### src/rtl/xcvrPkg.sv
package xcvrPkg;
  // Strobes from one direction's control to its datapath
  typedef struct packed {
    logic passThru;  // storage transparent this cycle
    logic grab;      // qualified capture edge this cycle
    logic drive;     // destination bus driven
  } xcvrStrobe_t;
endpackage

### src/rtl/xcvrBusKeeper.sv
module xcvrBusKeeper #(
  parameter int WIDTH = 18
) (
  input  logic             clk,
  input  logic             rstN,
  input  logic [WIDTH-1:0] padIn,
  input  logic [WIDTH-1:0] padDrv,
  output logic [WIDTH-1:0] busVal
);
  logic [WIDTH-1:0] keepReg;

  // Per-bit resolution: a driven bit shows the pad, an undriven one the keeper
  for (genvar bitIdx = 0; bitIdx < WIDTH; bitIdx++) begin : gKeep
    always_comb begin
      busVal[bitIdx] = padDrv[bitIdx] ? padIn[bitIdx] : keepReg[bitIdx];
    end

    always_ff @(posedge clk or negedge rstN) begin
      if (!rstN) keepReg[bitIdx] <= 1'b0;
      else       keepReg[bitIdx] <= busVal[bitIdx];
    end
  end
endmodule

### src/rtl/xcvrCtrl.sv
module xcvrCtrl
  import xcvrPkg::*;
(
  input  logic        clk,
  input  logic        rstN,
  input  logic        latchEn,
  input  logic        clkIn,
  input  logic        clkEnN,
  input  logic        outEnN,
  output xcvrStrobe_t strobe
);
  logic clkPrev;
  logic clkRise;

  always_ff @(posedge clk or negedge rstN) begin
    if (!rstN) clkPrev <= 1'b0;
    else       clkPrev <= clkIn;
  end

  assign clkRise = clkIn & ~clkPrev;

  // Latch control wins over the edge path
  always_comb begin
    strobe.passThru = latchEn;
    strobe.grab     = ~latchEn & ~clkEnN & clkRise;
    strobe.drive    = ~outEnN;
  end
endmodule

### src/rtl/xcvrPath.sv
module xcvrPath
  import xcvrPkg::*;
#(
  parameter int WIDTH = 18
) (
  input  logic             clk,
  input  logic [WIDTH-1:0] srcVal,
  input  xcvrStrobe_t      strobe,
  output logic [WIDTH-1:0] dstVal,
  output logic             dstEn
);
  logic [WIDTH-1:0] holdReg;
  logic             loadNow;

  assign loadNow = strobe.passThru | strobe.grab;

  // No reset: contents are established by the user
  always_ff @(posedge clk) begin
    if (loadNow) holdReg <= srcVal;
  end

  always_comb begin
    dstVal = strobe.passThru ? srcVal : holdReg;
    dstEn  = strobe.drive;
  end
endmodule

### src/rtl/xcvrBridge.sv
module xcvrBridge
  import xcvrPkg::*;
#(
  parameter int WIDTH = 18
) (
  input  logic             clk,
  input  logic             rstN,
  input  logic [WIDTH-1:0] aIn,
  input  logic [WIDTH-1:0] aDrv,
  input  logic [WIDTH-1:0] bIn,
  input  logic [WIDTH-1:0] bDrv,
  input  logic             leAb,
  input  logic             cpAb,
  input  logic             ceAbN,
  input  logic             oeAbN,
  input  logic             leBa,
  input  logic             cpBa,
  input  logic             ceBaN,
  input  logic             oeBaN,
  output logic [WIDTH-1:0] bOut,
  output logic             bOutEn,
  output logic [WIDTH-1:0] aOut,
  output logic             aOutEn
);
  logic [WIDTH-1:0] aBus;
  logic [WIDTH-1:0] bBus;
  xcvrStrobe_t      strobeAb;
  xcvrStrobe_t      strobeBa;

  xcvrBusKeeper #(.WIDTH(WIDTH)) uKeepA (
    .clk(clk), .rstN(rstN), .padIn(aIn), .padDrv(aDrv), .busVal(aBus)
  );
  xcvrBusKeeper #(.WIDTH(WIDTH)) uKeepB (
    .clk(clk), .rstN(rstN), .padIn(bIn), .padDrv(bDrv), .busVal(bBus)
  );

  xcvrCtrl uCtrlAb (
    .clk(clk), .rstN(rstN), .latchEn(leAb), .clkIn(cpAb),
    .clkEnN(ceAbN), .outEnN(oeAbN), .strobe(strobeAb)
  );
  xcvrCtrl uCtrlBa (
    .clk(clk), .rstN(rstN), .latchEn(leBa), .clkIn(cpBa),
    .clkEnN(ceBaN), .outEnN(oeBaN), .strobe(strobeBa)
  );

  xcvrPath #(.WIDTH(WIDTH)) uPathAb (
    .clk(clk), .srcVal(aBus), .strobe(strobeAb), .dstVal(bOut), .dstEn(bOutEn)
  );
  xcvrPath #(.WIDTH(WIDTH)) uPathBa (
    .clk(clk), .srcVal(bBus), .strobe(strobeBa), .dstVal(aOut), .dstEn(aOutEn)
  );
endmodule

### config.mk
export PLATFORM = sky130hd
export DESIGN_NAME = xcvrBridge
export DESIGN_NICKNAME = d
export VERILOG_FILES = /design/src/rtl/xcvrPkg.sv /design/src/rtl/xcvrBusKeeper.sv /design/src/rtl/xcvrCtrl.sv /design/src/rtl/xcvrPath.sv /design/src/rtl/xcvrBridge.sv
export SDC_FILE = /design/constraint.sdc
export NUM_CORES = 1
export LEC_CHECK = 0
export BUFFER_PORTS_ARGS = -buffer_cell sky130_fd_sc_hd__buf_2
export CORE_MARGIN = 2
export CORE_UTILIZATION = 30
export DETAILED_ROUTE_END_ITERATION = 6
export HOLD_SLACK_MARGIN = 0.03
export PLACE_DENSITY = 0.55
export SYNTH_ARGS = -nofsm -noshare
export SYNTH_HDL_FRONTEND = slang
export SYNTH_HIERARCHICAL = 1
export SYNTH_SLANG_ARGS = --single-unit
### constraint.sdc
create_clock -name clk -period 1.6 [get_ports clk]
set_input_delay 0.08 -clock clk [delete_from_list [all_inputs] [get_ports clk]]
set_output_delay 0.08 -clock clk [all_outputs]
set_load 0.005 [all_outputs]
== After elaboration in Yosys (flattened, before gate mapping) ==
Cells that the tools add are included.
Storage, ports and cells
  register bits after elaboration: 74
  word-level logic and storage cells: 94
Operators by class
  muxes and demuxes: 38
  bitwise gates (word level): 16
Operator list (count)
  1-bit two-way mux: 36
  18-bit two-way mux: 2
  1-bit NOT: 8
  1-bit AND: 6
  1-bit OR: 2

== Longest topological paths before layout ==
  depth after elaboration: 4
  mapped depth: 4
  depth with buffers taken out: 2

== By module ==
Netlist, hierarchy kept.
Modules (own cells, without submodules)
  xcvrPath: instances 2, cells an instance 40, area an instance 822.0 sq um
  xcvrBusKeeper: instances 2, cells an instance 36, area an instance 720.7 sq um
  xcvrCtrl: instances 2, cells an instance 4, area an instance 51.3 sq um

== Worst setup path before layout ==
Ideal clock, no wire load.
  path kind: flip-flop to flip-flop
  from: reg uCtrlAb.clkPrev
  to: reg uPathAb.holdReg[0], enable pin
  setup time: 375 ps
  arrival: 1070 ps
  data required time: 1225 ps
  slack: 155 ps
  stages on the path, launching flop included: 3
  path buffers: 0
  period minus slack after synthesis: 1445 ps
  cell sequence: dfrtp_1 > nor4b_2 > or2_1
RTL lines
  from (decl): RTL line xcvrCtrl.sv:12  | logic clkPrev;
  from (signal assigned): RTL line xcvrCtrl.sv:17  | else clkPrev <= clkIn;
  to (signal assigned): RTL line xcvrPath.sv:19  | if (loadNow) holdReg <= srcVal;
  to (decl): RTL line xcvrPath.sv:12  | logic [WIDTH-1:0] holdReg;

== Worst setup path after layout ==
  from: in aIn[2]
  to: out bOut[2]
On the way
  word-level cells in the longest chain between the ends: 2
Ends and longest elaborated chain
  from (decl): RTL line xcvrBridge.sv:8  | input logic [WIDTH-1:0] aIn,
  1-bit two-way mux: RTL line xcvrBusKeeper.sv:15  | busVal[bitIdx] = padDrv[bitIdx] ? padIn[bitIdx] : keepReg[bitIdx];
  net aBus[2]: RTL line xcvrBridge.sv:25  | logic [WIDTH-1:0] aBus;
  18-bit two-way mux: RTL line xcvrPath.sv:23  | dstVal = strobe.passThru ? srcVal : holdReg;
  to (decl): RTL line xcvrBridge.sv:20  | output logic [WIDTH-1:0] bOut,
The timed path passes the listed nets, and every way through them passes these cells.

==> results.txt <==
The library cell used most frequently in the layout, excluding fill and tap cells, is buf_2. The signal on the critical path passes through dlygate4sd3_1 > buf_2 > mux2_4 > mux2_2 > buf_2. In the final layout, the multi-input gates occupy 1060 um^2. The average instance in the mapped netlist occupies 19.9 um^2.

For the reported net switching power, the log shows 0.000971 W. The run gives 0.00344 W as the internal power of the cells. Measured on the finished design, the core utilization comes to 46.8%.

The fraction of power spent switching nets is 22.0%, and the number of endpoints with negative hold slack in the final report is 0. The share of total power dissipated in combinational logic is 20.0%. After clock tree synthesis, the clock-pin slew on the worst setup and hold paths is 70 ps.

For the worst setup margin, the log shows 101 ps. Entering global routing, the biggest net connects 21 pins. The setup slack at placement came out at 288 ps.

The depth of the worst register-to-register path was 2; the synthesis-stage register bit count was 74. Clock skew on the completed layout was measured at 7.25 ps. In the final layout, the share of cells above drive strength 1 is 57.1%. The via count of the first global-routing pass was 2246; the final critical-path required period was 1500 ps. The run gives 9 as the total clock buffers created by CTS.

After layout, the design draws a total of 0.00441 W. The tools report the number of placement rows as 37. The logs give 2030 um^2 for the area taken by flip-flops and latches and 340 ps for the clock latency at the later pin of the worst-skew pair.

The synthesized netlist occupies a cell area of 3190 um^2. For this run, the number of Yosys warnings is 6. Once the floorplan was initialized, standard cells occupied 30.9% of the core. The final-report setup violation count was 0; the antenna violation net count after detailed routing was 0. TritonCTS built the clock tree.

For the number of fill cells in the layout, the log shows 938. The longest clock path from root to sink contains 2 buffers. Sequential elements use 63.7% of the synthesized area. Dividing the final minimum period by the clock period gives 93.7%. The tools report the total length of routed wires as 6400 um. The repair_antennas step left the layout with diodes totalling 0.

The total of buffers placed on input and output ports was 119; the part of the total power dissipated in the clock network was 29.1%. The synthesis-to-finish area growth came out at 51.4%. The worst setup path is captured at an output port. The area after detailed placement is 3910 um^2, and the pin slew with the least headroom to its limit is 484 ps. The biggest cell delay along the critical path is 550 ps. Measured along the x axis, the die boundary spans 107 um.

Pin placement for this block handled 120 I/O pins. The tools report the first-pass GRT wire length as 10500 um. Measured against its own limit, the worst slew margin works out to 67.7%. Once the clock tree was built, the setup fixing pass inserted 0 buffers. For the total congestion overflow, the log shows 0. IR analysis of the VDD net gives a maximum drop of 0.360 mV.

In the layout the commonest cells are 119 x buf_2, 75 x dlygate4sd3_1, 54 x mux2_4. The cell with the most instances on the worst path was buf_2. The final-report max-slew violation count is 0, and the aggregate global-route resource usage is 11.8%. Counting every instance in the synthesized netlist gives 160. The total vias in the final route was 2056. Setup repair after global routing left no endpoint under its margin. At the end of the flow, the number of nets in the layout was 445. The critical path in this run is classified as in -> out.

Total power per unit cell area: 913 nW/um^2. The tools report the number of levels in the clock H-tree as 3. The floorplan step set the die height to 107 um.

For this run, the top clock speed supported by timing is 667 MHz. Cell at the root of the clock tree: clkbuf_8. The floorplan step defined a core boundary enclosing 10300 um^2. The post-synthesis cell type count came out at 10. The clock sink count is 74. The net count after synthesis is 242. Data on the critical path is required at its endpoint by 1520 ps. Along the worst hold path, the cell count comes to 2.

Sequential cells burn 50.9% of the power. Dividing the detail-routed wire length by the instance count gives 12.7 um. In the routed design, unresolved DRC markers number 0. The run finished with clean final reports. The largest individual stage delay along the critical path comes from the cell dlygate4sd3_1. Quantity of gates resized following cts: 0. The congestion estimate from routability-driven global placement came to 0.637.

The max-cap check violation count came out at 0. For this block, the initial DRC count from the detailed router was 34. The run gives 0 as the number of antenna violations at the first check in global routing. The logs give 11500 um^2 for the die area and 0 ps for the post-route setup TNS.

The path class of the tightest hold or removal check is in -> reg. The run gives 4 as the total iterations of the first detailed-routing run. Summed over all cells, the static leakage comes to 2.23 nW. Once layout is done, the placed cells without fillers occupy 4830 um^2. Using the TritonRoute via totals, the vias-per-cell ratio works out to 4.08. The critical path startpoint category was a primary input. Maximum fanout encountered on the critical timing path: 3. Detailed placement finished with a half-perimeter wire length of 3960 um.

Data arrives at the worst endpoint at 1420 ps.
## power groups by stage
stage	Combinational, W	Sequential [W]	Clock (W)
4_1_cts	0.000891	0.00225	0.00133
3_5_place_dp	0.000684	0.00228	0
2_1_floorplan	0.000405	0.00227	0
5_1_grt	0.000963	0.00226	0.00142
3_3_place_gp	0.000677	0.00228	0
6_report	0.000883	0.00224	0.00128
## metrics by stage
stage	hold WS, ps	cells
floorplan	-216	160
global placement	72.5	413
detailed placement	76.5	413
CTS	58.1	504
global route	65.9	504
finish	85.4	504
## layout make-up
type                       instances  area share, %
clock buffer                      16           3.53
inverter                           2          0.156
sequential                        74           42.1
timing repair buffer             200           28.8
multi-input combinational         76           21.9
tap                              136           3.53
## synth_stat cells, drive strengths merged
cell type / count / area (um^2)
mux2: 72 / 1010
buf: 8 / 92.6
inv: 2 / 7.51
nor4b: 2 / 30.0
edfxtp: 36 / 1080
dfrtp: 38 / 951
or2: 2 / 12.5
## layer usage
layer	GRT usage, %	vias up	wire length [um]
met2	18.7	73	2870
met1	15.0	980	3040
met4	4.73	0	76
li1	-	996	-
met3	3.65	7	412
met5	0	-	0
## cells by family (layout without fill, tap and decap cells)
| family | after synthesis | after routing | synth area share [%] |
|---|---|---|---|
| buffers and inverters | 10 | 218 | 3.14 |
| DFF | 74 | 74 | 63.7 |
| muxes | 72 | 72 | 31.8 |
| and+or+nand+nor | 4 | 4 | 1.33 |
## critical path: cells and delay by family
family	cells	cell delay, ps
buffers and inverters	3	810
multiplexers	2	520
## sequential cells by signal, summed over array words and instances (netlist names)
register	flops
uKeepB/keepReg	18
uCtrlBa/clkPrev	1
uCtrlAb/clkPrev	1
uKeepA/keepReg	18
uPathAb/holdReg	18
uPathBa/holdReg	18
## timing repair
item	in CTS	in global routing
hold buffers	75	0
endpoints found under the setup margin	0	0
endpoints found under the hold margin	56	0
## path summary, 6_finish.rpt
kind | start | endpoint | slack (ps)
min | bDrv[5] | uPathBa/holdReg[5] | 90
min reg2reg | uKeepB/keepReg[6] | uPathBa/holdReg[6] | 570
max in group asynchronous | rstN | uKeepA/keepReg[9] | 690
max | aIn[2] | bOut[2] | 100
min in group asynchronous | rstN | uKeepA/keepReg[15] | 240
max reg2reg | uKeepA/keepReg[6] | uKeepA/keepReg[6] | 260
(Power assumes the default switching activity.)
